**src/rtl/memio_pkg.sv**
```systemverilog
package memio_pkg;

    typedef enum logic [3:0] {
        RG_NONE, RG_ONCHIP, RG_PROT, RG_ROM, RG_PRAM, RG_DRAM,
        RG_LCD, RG_KBD, RG_DAC1, RG_DAC2, RG_LED
    } region_e;

    typedef enum logic [1:0] {SP_NONE, SP_PROG, SP_DATA, SP_IO} space_e;

    typedef struct packed {
        region_e     region;
        logic [15:0] maddr;
    } decode_t;

    // select bundle, active high inside the block
    typedef struct packed {
        logic rom, pram, dram, lcd, kbd, dac1, dac2, led;
    } sel_t;

    localparam logic [15:0] PRAM_BASE  = 16'hC000;
    localparam logic [15:0] XRAM_BASE  = 16'h8000;
    localparam logic [15:0] MONBUF_END = 16'h8FFF;
    localparam logic [15:0] VEC_TOP    = 16'h003F;
    localparam logic [15:0] IO_LCD_WR  = 16'h0000;
    localparam logic [15:0] IO_LCD_RD  = 16'h0001;
    localparam logic [15:0] IO_KBD     = 16'h0002;
    localparam logic [15:0] IO_DAC1    = 16'h0004;
    localparam logic [15:0] IO_DAC2    = 16'h0005;
    localparam logic [15:0] IO_LED     = 16'h0006;

    function automatic space_e pick_space(input logic ps_n, input logic ds_n, input logic is_n);
        logic [1:0] cnt;
        cnt = 2'(!ps_n) + 2'(!ds_n) + 2'(!is_n);
        if (cnt != 2'd1) return SP_NONE;
        if (!ps_n) return SP_PROG;
        if (!ds_n) return SP_DATA;
        return SP_IO;
    endfunction

    function automatic int wmax(input int a, input int b);
        return (a > b) ? a : b;
    endfunction

endpackage

```
**src/rtl/memio_space_decode.sv**
```systemverilog
module memio_space_decode
    import memio_pkg::*;
(
    input  logic        clk,
    input  logic        rst,
    input  space_e      space,
    input  logic [15:0] addr,
    input  logic        rw,
    input  logic        user_mode,
    input  logic        remap_en,
    output decode_t     dec
);

    always_comb begin
        dec.region = RG_NONE;
        dec.maddr  = addr;
        case (space)
            SP_PROG: begin
                if (remap_en && addr <= VEC_TOP) begin
                    dec.region = RG_PRAM;
                    dec.maddr  = PRAM_BASE + addr;
                end else if (addr >= PRAM_BASE) begin
                    dec.region = RG_PRAM;
                end else begin
                    dec.region = RG_ROM;
                end
            end
            SP_DATA: begin
                if (addr < XRAM_BASE)
                    dec.region = RG_ONCHIP;
                else if (addr <= MONBUF_END && !rw && user_mode)
                    dec.region = RG_PROT;
                else
                    dec.region = RG_DRAM;
            end
            SP_IO: begin
                case (addr)
                    IO_LCD_WR: if (!rw) dec.region = RG_LCD;
                    IO_LCD_RD: if (rw)  dec.region = RG_LCD;
                    IO_KBD:    if (rw)  dec.region = RG_KBD;
                    IO_DAC1:   if (!rw) dec.region = RG_DAC1;
                    IO_DAC2:   if (!rw) dec.region = RG_DAC2;
                    IO_LED:    if (!rw) dec.region = RG_LED;
                    default:   dec.region = RG_NONE;
                endcase
            end
            default: dec.region = RG_NONE;
        endcase
    end

    // the protected outcome only for user-mode data writes
    p_prot_user_write_r3: assert property (@(posedge clk) disable iff (rst)
        (dec.region == RG_PROT) |-> (!rw && user_mode && space == SP_DATA));

    // vector page lands in program RAM only under remap
    p_remap_target_r8: assert property (@(posedge clk) disable iff (rst)
        (space == SP_PROG && addr <= VEC_TOP && dec.region == RG_PRAM)
            |-> (remap_en && dec.maddr[15:14] == 2'b11));

endmodule

```
**src/rtl/memio_wait_timer.sv**
```systemverilog
module memio_wait_timer #(
    parameter int CW = 3
) (
    input  logic          clk,
    input  logic          rst,
    input  logic          active,
    input  logic [CW-1:0] waits,
    output logic          ready,
    output logic          first_cycle
);

    logic [CW-1:0] cnt;

    always_ff @(posedge clk) begin
        if (rst)
            cnt <= '0;
        else if (!active)
            cnt <= '0;
        else if (cnt <= waits)
            cnt <= cnt + 1'b1;
    end

    assign ready       = active && (cnt == waits);
    assign first_cycle = active && (cnt == '0);

    // one ready cycle per access
    p_ready_single_r7: assert property (@(posedge clk) disable iff (rst)
        ready |=> !ready);

    // no ready without a strobe
    p_ready_needs_strobe_r7: assert property (@(posedge clk) disable iff (rst)
        !active |-> !ready);

    // a nonzero wait means the strobe was already low a cycle earlier
    p_wait_elapsed_r6: assert property (@(posedge clk) disable iff (rst)
        (ready && waits != '0) |-> $past(active));

endmodule

```
**src/rtl/memio_select_drive.sv**
```systemverilog
module memio_select_drive
    import memio_pkg::*;
(
    input  logic    clk,
    input  logic    rst,
    input  logic    active,
    input  region_e region,
    output sel_t    sel_n
);

    sel_t sel;

    always_comb begin
        sel = '0;
        if (active) begin
            case (region)
                RG_ROM:  sel.rom  = 1'b1;
                RG_PRAM: sel.pram = 1'b1;
                RG_DRAM: sel.dram = 1'b1;
                RG_LCD:  sel.lcd  = 1'b1;
                RG_KBD:  sel.kbd  = 1'b1;
                RG_DAC1: sel.dac1 = 1'b1;
                RG_DAC2: sel.dac2 = 1'b1;
                RG_LED:  sel.led  = 1'b1;
                default: sel = '0;
            endcase
        end
    end

    assign sel_n = ~sel;

    // never two devices at once
    p_one_select_r10: assert property (@(posedge clk) disable iff (rst)
        $onehot0(~sel_n));

    // all selects idle between accesses
    p_idle_no_select_r10: assert property (@(posedge clk) disable iff (rst)
        !active |-> (&sel_n));

endmodule

```
**src/rtl/bus_decode_ws.sv**
```systemverilog
module bus_decode_ws
    import memio_pkg::*;
#(
    parameter int ROM_WAITS    = 2,
    parameter int PRAM_WAITS   = 2,
    parameter int DRAM_WAITS   = 2,
    parameter int LCD_WAITS    = 6,
    parameter int PERIPH_WAITS = 1
) (
    input  logic        clk,
    input  logic        rst,
    input  logic [15:0] addr,
    input  logic        ps_n,
    input  logic        ds_n,
    input  logic        is_n,
    input  logic        rw,
    input  logic        strb_n,
    input  logic        user_mode,
    input  logic        remap_en,
    output logic [15:0] mem_addr,
    output logic        rom_cs_n,
    output logic        pram_cs_n,
    output logic        dram_cs_n,
    output logic        lcd_cs_n,
    output logic        kbd_cs_n,
    output logic        dac1_cs_n,
    output logic        dac2_cs_n,
    output logic        led_cs_n,
    output logic        mem_rd_n,
    output logic        mem_wr_n,
    output logic        io_rd_n,
    output logic        io_wr_n,
    output logic        ready,
    output logic        prot_err
);

    localparam int MAX_W = wmax(wmax(wmax(ROM_WAITS, PRAM_WAITS), wmax(DRAM_WAITS, LCD_WAITS)),
                                PERIPH_WAITS);
    localparam int CW    = $clog2(MAX_W + 2);

    logic          active;
    space_e        space;
    decode_t       dec;
    sel_t          sel_n;
    logic [CW-1:0] waits;
    logic          first_cycle;

    assign active = !strb_n;
    assign space  = pick_space(ps_n, ds_n, is_n);

    memio_space_decode u_decode (
        .clk(clk), .rst(rst), .space(space), .addr(addr), .rw(rw),
        .user_mode(user_mode), .remap_en(remap_en), .dec(dec)
    );

    always_comb begin
        case (dec.region)
            RG_ROM:  waits = CW'(ROM_WAITS);
            RG_PRAM: waits = CW'(PRAM_WAITS);
            RG_DRAM: waits = CW'(DRAM_WAITS);
            RG_LCD:  waits = CW'(LCD_WAITS);
            RG_KBD, RG_DAC1, RG_DAC2, RG_LED: waits = CW'(PERIPH_WAITS);
            default: waits = '0;
        endcase
    end

    memio_wait_timer #(.CW(CW)) u_timer (
        .clk(clk), .rst(rst), .active(active), .waits(waits),
        .ready(ready), .first_cycle(first_cycle)
    );

    memio_select_drive u_select (
        .clk(clk), .rst(rst), .active(active), .region(dec.region), .sel_n(sel_n)
    );

    assign rom_cs_n  = sel_n.rom;
    assign pram_cs_n = sel_n.pram;
    assign dram_cs_n = sel_n.dram;
    assign lcd_cs_n  = sel_n.lcd;
    assign kbd_cs_n  = sel_n.kbd;
    assign dac1_cs_n = sel_n.dac1;
    assign dac2_cs_n = sel_n.dac2;
    assign led_cs_n  = sel_n.led;
    assign mem_addr  = dec.maddr;

    assign mem_rd_n = !(active && (space == SP_PROG || space == SP_DATA) && rw);
    assign mem_wr_n = !(active && (space == SP_PROG || space == SP_DATA) && !rw);
    assign io_rd_n  = !(active && space == SP_IO && rw);
    assign io_wr_n  = !(active && space == SP_IO && !rw);

    assign prot_err = first_cycle && (dec.region == RG_PROT);

    // protection flag is a single pulse
    p_prot_pulse_r3: assert property (@(posedge clk) disable iff (rst)
        prot_err |=> !prot_err);

    // a blocked write reaches no device
    p_prot_no_select_r3: assert property (@(posedge clk) disable iff (rst)
        prot_err |-> (&{rom_cs_n, pram_cs_n, dram_cs_n, lcd_cs_n, kbd_cs_n,
                        dac1_cs_n, dac2_cs_n, led_cs_n}));

    // read and write enables never together
    p_enable_excl_r9: assert property (@(posedge clk) disable iff (rst)
        !(!mem_rd_n && !mem_wr_n) && !(!io_rd_n && !io_wr_n));

endmodule

```
**config.mk**
```make
export PLATFORM = sky130hd
export DESIGN_NAME = bus_decode_ws
export DESIGN_NICKNAME = d
export VERILOG_FILES = /design/src/rtl/memio_pkg.sv /design/src/rtl/memio_space_decode.sv /design/src/rtl/memio_wait_timer.sv /design/src/rtl/memio_select_drive.sv /design/src/rtl/bus_decode_ws.sv
export SDC_FILE = /design/constraint.sdc
export NUM_CORES = 1
export LEC_CHECK = 0
export CAP_MARGIN = 20
export CORE_ASPECT_RATIO = 1.2
export CORE_UTILIZATION = 43
export CTS_BUF_LIST = sky130_fd_sc_hd__clkbuf_8
export DETAILED_ROUTE_END_ITERATION = 12
export GPL_TIMING_DRIVEN = 1
export PLACE_DENSITY = 0.88
export SLEW_MARGIN = 30
export SYNTH_ARGS = -nofsm -noshare
export SYNTH_HDL_FRONTEND = slang
export SYNTH_SLANG_ARGS = --single-unit
export TNS_END_PERCENT = 1
```
**constraint.sdc**
```tcl
create_clock -name clk -period 17.7 [get_ports clk]
set_clock_uncertainty 0.15 [all_clocks]
set_input_delay 5.31 -clock clk [delete_from_list [all_inputs] [get_ports clk]]
set_output_delay 5.31 -clock clk [all_outputs]
set_load 0.005 [all_outputs]
```
# After elaboration in Yosys (flattened, before gate mapping)
# Memory sizes are Yosys's and may differ from the RTL's.
# Index checks and enable logic that the tools add are counted.
# op_classes
n_addsub	4
multipliers	0
div_mod_pow	0
n_lt_le_gt_ge	5
n_eq_ne	19
shifts	0
mux	35
bitwise_logic	1
reduce_logical	25
# op_table
cell	n
equality test 16 x 3 -> 1 bit (second input constant)	3
2-to-1 mux 16 bit	2
one-hot mux 4 bit (6 select lines)	1
2-to-1 mux 3 bit	6
adder 16 bit (first input constant)	1
equality test 16 x 1 -> 1 bit (second input constant)	1
equality test 16 x 2 -> 1 bit (second input constant)	1
equality test 4 x 3 -> 1 bit (second input constant)	4
greater-or-equal comparator 16 bit (second input constant)	1
<= comparator 16 bit (second input constant)	1
<= comparator 16 x 6 -> 1 bit (second input constant)	1
logical NOT 16 bit	1
< comparator 16 bit (second input constant)	1
2-to-1 mux 4 bit	4
2-to-1 mux 1 bit	14
equality test 4 bit (second input constant)	3
logical AND 1 bit	12
2-to-1 mux 2 bit	6
one-hot mux 4 bit (3 select lines)	1
logical NOT 1 bit	9
equality test 4 x 2 -> 1 bit (second input constant)	2
2-to-1 mux 8 bit	1
inverter 8 bit	1
equality test 2 bit (second input constant)	2
other kinds (10)	10
# word_totals
reg_bits	3
latchBits	0
ram_bits	0
romBits	48
input_bits	25
out_inout_bits	30
elab_cells	91
memories	1
# memory_table
memory	words	width	read_ports	rd_ports_with_merged_regs	wr	line	text
(name not given)	16	3	1	0	0	bus_decode_ws.sv:57	case (dec.region)

# Longest topological paths before layout
# depth
word_depth	17
depth_mapped	18
ltp_nobuf	18

# Modules after synthesis
# From an unflattened synthesis, not the netlist that was laid out.
# hier_totals
cells_unflattened	125
hier_area_um2	996.0
# modules_own_cells
module	instances	cells_per_inst	area_each_um2	seq_area_each_um2
memio_space_decode	1	64	505.5	0.0
memio_wait_timer	1	28	241.5	60.1
bus_decode_ws	1	19	168.9	0.0
memio_select_drive	1	14	80.1	0.0

# Worst setup path before layout
# Ideal clock, no wire load.
# synth_timing
kind	input to output
startpoint	input port ps_n
endpoint	output port ready
arrival_ps	8059
t_required_ps	12240
path_slack_ps	4181
path_stages	14
path_buffers	0
cell_sequence	fa_1 nor2b_1 nand2_1 inv_1 ha_1 nor4b_2 and4_1 a22oi_1 mux2i_1 a21oi_1 mux2_2 ha_1 nand3_1 nor2_1
# synth_between
elab_chain_cells	11
elab_cells_between_ends	19
cone_classes	2 x add/sub; 5 x eq/ne; 9 x mux; 2 x reduce/logical; 1 x memory
# synth_rtl
element	line	text
start: declaration	bus_decode_ws.sv:13	input logic ps_n,
logical NOT 1 bit	-	
adder 1 x 1 -> 2 bit	memio_pkg.sv:33	cnt = 2'(!ps_n) + 2'(!ds_n) + 2'(!is_n);
adder 2 x 1 -> 2 bit	memio_pkg.sv:33	
!= test 2 x 1 -> 1 bit	memio_pkg.sv:34	if (cnt != 2'd1) return SP_NONE;
2-to-1 mux 1 bit	memio_pkg.sv:34	
2-to-1 mux 2 bit (*)	memio_pkg.sv:35	if (!ps_n) return SP_PROG;
equality test 2 bit / equality test 2 x 1 -> 1 bit (equally long branches)	memio_space_decode.sv:17	case (space)
one-hot mux 4 bit (3 select lines) (*)	memio_space_decode.sv:17	
memory read (16 x 3 bit) (*)	-	
equality test 3 bit (*)	memio_wait_timer.sv:23	assign ready = active && (cnt == waits);
logical AND 1 bit (*)	memio_wait_timer.sv:23	
end: declaration	bus_decode_ws.sv:33	output logic ready,
# Mark *: on every way between the ends. The rest lies on a longest branch, timed or not. The select of a mux whose other input is x is not followed.

# Worst setup path after layout
# Ends and elaborated chain as after synthesis.

==> impl_metrics.sql <==
INSERT INTO impl_metrics (metric_group, metric, value, unit) VALUES
('outcome', 'status', 'complete, no violations', ''),
('critical_path', 'worst-path-max-fanout', '4', ''),
('layout', 'nets', '213', ''),
('floorplan', 'start_util', '47.2', '%'),
('floorplan', 'die_height', '55.1', 'um'),
('layout', 'top_register', 'u_timer.cnt', ''),
('logic_synthesis', 'syn-cell-area', '1010', 'um^2'),
('placed_design', 'port-buffer-count', '54', ''),
('cts', 'htree_num_levels', '1', ''),
('global_route', 'overflow', '0', ''),
('cts', 'post_cts.resized_instances', '0', ''),
('timing', 'tightest_slew', '0.477', 'ns'),
('timing', 'clock.fmax', '67.9', 'MHz'),
('logic_synthesis', 'asr_flop_ratio_synth', '0', '%'),
('placed_design', 'globalplace.congestion', '0.839', ''),
('critical_path', 'worst-setup-path-type', 'input pin to output pin', ''),
('power_and_ir_drop', 'p_leak', '0.587', 'nW'),
('logic_synthesis', 'ys_seq_elements', '3', ''),
('logic_synthesis', 'avgSynthCellArea', '7.65', 'um^2'),
('timing', 'setup_repair_after_global_routing_missed_its_margin', 'false', ''),
('floorplan', 'full_die_area', '2550', 'um^2'),
('logic_synthesis', 'synth.lib_cells_used.distinct', '44', ''),
('critical_path', 'worst_ep_required_time', '12.24', 'ns'),
('global_route', 'global_route_wire_length_before_repair', '4220', 'um'),
('layout', 'sequential_standard_cell_area', '60.1', 'um^2'),
('timing', 'final-setup-viol-count', '0', ''),
('layout', 'diodes', '0', ''),
('logic_synthesis', 'postSynthNetCount', '170', ''),
('placed_design', 'detailed_place.area', '1470', 'um^2'),
('cts', 'cts_post_setup_buffers_inserted', '0', ''),
('cts', 'tritoncts_clock_tree', 'built', ''),
('logic_synthesis', 'synth_common_cells', 'sky130_fd_sc_hd__buf_4 (14), sky130_fd_sc_hd__ha_1 (12), sky130_fd_sc_hd__nand2_1 (9)', ''),
('floorplan', 'placeableCoreArea', '2140', 'um^2'),
('critical_path', 'arrival_time_of_data_at_the_critical_path_endpoint', '9.28', 'ns'),
('logic_synthesis', 'netlist.area_leader.share', '14.9', '%'),
('power_and_ir_drop', 'vdd_drop_max', '0.0000723', 'V'),
('drt', 'detail_route.wl_per_cell', '13.7', 'um'),
('power_and_ir_drop', 'netSwitchingPower', '0.0191', 'mW'),
('cts', 'clock-root-buffer', 'sky130_fd_sc_hd__clkbuf_8', ''),
('run', 'drv.max_cap_violation_count', '0', ''),
('layout', 'multi_input_comb_area', '806', 'um^2'),
('drt', 'drc', '0', ''),
('layout', 'final-instance-count-excl-fill', '204', ''),
('floorplan', 'ioPinCount', '55', ''),
('timing', 'post-route-period-util', '83.3', '%'),
('layout', 'share_of_final_layout_standard_cells_stronger_than_drive_strength_1', '5.75', '%'),
('timing', 'hold_violation_count_in_the_final_report', '0', ''),
('layout', 'filler_instances', '173', ''),
('drt', 'detailedRoute.firstIterationViolations', '22', ''),
('timing', 'setup-tns-final', '0', 'ns'),
('layout', 'area_delta_synth_final', '50.4', '%'),
('cts', 'clock_insertion_delay_worst_skew', '0.22', 'ns'),
('logic_synthesis', 'synth.yosys.warnings', '0', ''),
('global_route', 'grt_start_max_net_pins', '16', ''),
('logic_synthesis', 'synth_edf_count', '0', ''),
('cts', 'inserted_clock_buffers', '3', ''),
('placed_design', 'dp.cells', '200', ''),
('timing', 'slew_violations', '0', ''),
('power_and_ir_drop', 'cell_area_power_density', '37.6', 'nW/um^2'),
('logic_synthesis', 'synthDominantAreaCellType', 'sky130_fd_sc_hd__ha_1', ''),
('placed_design', 'dpl.hpwl', '2310', 'um'),
('cts', 'clkTransAtPathRegs', '0.03', 'ns'),
('layout', 'number_of_flip_flops_in_the_largest_register', '3', ''),
('logic_synthesis', 'sequential_share_of_the_synthesized_area', '5.95', '%'),
('global_route', 'via_count_of_the_first_global_routing_pass', '1037', ''),
('layout', 'registers_with_the_most_flip_flops', 'u_timer.cnt: 3 flops', ''),
('drt', 'totalWireLength', '2800', 'um'),
('logic_synthesis', 'ys_dominant_reg_cell', 'sky130_fd_sc_hd__dfxtp_1', ''),
('critical_path', 'endpoint_kind', 'output pin', ''),
('power_and_ir_drop', 'sw_frac_of_total', '33.5', '%'),
('floorplan', 'die_width', '46.2', 'um');
layout by cell type, fill, tap and decap left out, types with 6 or more instances in the layout:
cell type,count
sky130_fd_sc_hd__nand2_1,9
sky130_fd_sc_hd__clkdlybuf4s50_1,54
sky130_fd_sc_hd__or3_1,6
sky130_fd_sc_hd__ha_1,12
sky130_fd_sc_hd__inv_1,9
sky130_fd_sc_hd__nor2b_1,6
sky130_fd_sc_hd__nor2_1,8
logic make-up (layout without fill, tap and decap cells):
group	count (synthesis)	count (layout)	synth area share (%)
adders and majority gates	13	13	16.9
muxes	4	4	4.09
AOI/OAI and AO/OA	18	18	14.0
xor gates and xnor gates	5	5	4.34
and+or+nand+nor	65	65	40.5
buffers and inverters	24	66	14.2
DFF	3	3	5.95
per-layer routing:
layer  track usage, %  wire length, um  up-vias
li1                 -                -      550
met1             23.1             1050      515
met3             3.25              218       12
met5                0                0        -
met2             44.8             1460       60
met4             12.7               74        0
critical path: stages:
cell	delay [ns]
sky130_fd_sc_hd__clkdlybuf4s50_1	0.46
sky130_fd_sc_hd__fa_1	0.55
sky130_fd_sc_hd__nor2b_1	0.05
sky130_fd_sc_hd__nand2_1	0.10
sky130_fd_sc_hd__inv_1	0.08
sky130_fd_sc_hd__ha_1	0.21
sky130_fd_sc_hd__nor4b_2	0.18
sky130_fd_sc_hd__and4_1	0.24
sky130_fd_sc_hd__a22oi_1	0.29
sky130_fd_sc_hd__mux2i_1	0.11
sky130_fd_sc_hd__a21oi_1	0.32
sky130_fd_sc_hd__mux2_2	0.38
sky130_fd_sc_hd__ha_1	0.29
sky130_fd_sc_hd__nand3_1	0.10
sky130_fd_sc_hd__nor2_1	0.09
sky130_fd_sc_hd__clkdlybuf4s50_1	0.51
final timing paths:
path	start	endpoint	slack, ns	depth (start not counted)
worst min-delay path	u_timer.cnt[1]$_SDFFE_PP0P_	u_timer.cnt[1]$_SDFFE_PP0P_	0.44	2
worst max-delay path	ps_n	ready	2.96	16
worst max register to register	u_timer.cnt[1]$_SDFFE_PP0P_	u_timer.cnt[2]$_SDFFE_PP0P_	15.91	7
worst min register to register	u_timer.cnt[1]$_SDFFE_PP0P_	u_timer.cnt[1]$_SDFFE_PP0P_	0.44	2
stage by stage:
step,hold WS [ns],utilization [%]
2_1_floorplan,0.381,-
3_3_place_gp,0.413,68.9
3_5_place_dp,0.440,68.9
4_1_cts,0.452,71.0
5_1_grt,0.470,71.0
6_report,0.442,71.0
layout make-up:
type	count	area share, %
Multi-Input combinational cell	105	53.0
Timing Repair Buffer	54	35.6
Clock buffer	3	2.72
Tap cell	30	2.47
Inverter	8	1.98
Sequential cell	3	3.95
Clock inverter	1	0.247
power groups by stage:
stage | sequential [mW] | clock (mW) | combinational, mW
global placement | 0.00759 | 0 | 0.0278
finish | 0.00751 | 0.0203 | 0.0292
global route | 0.00756 | 0.0212 | 0.0319
CTS | 0.00752 | 0.0213 | 0.0292
detailed placement | 0.00762 | 0 | 0.0290
floorplan | 0.00755 | 0 | 0.0159
Power figures use the tool's default switching activity.
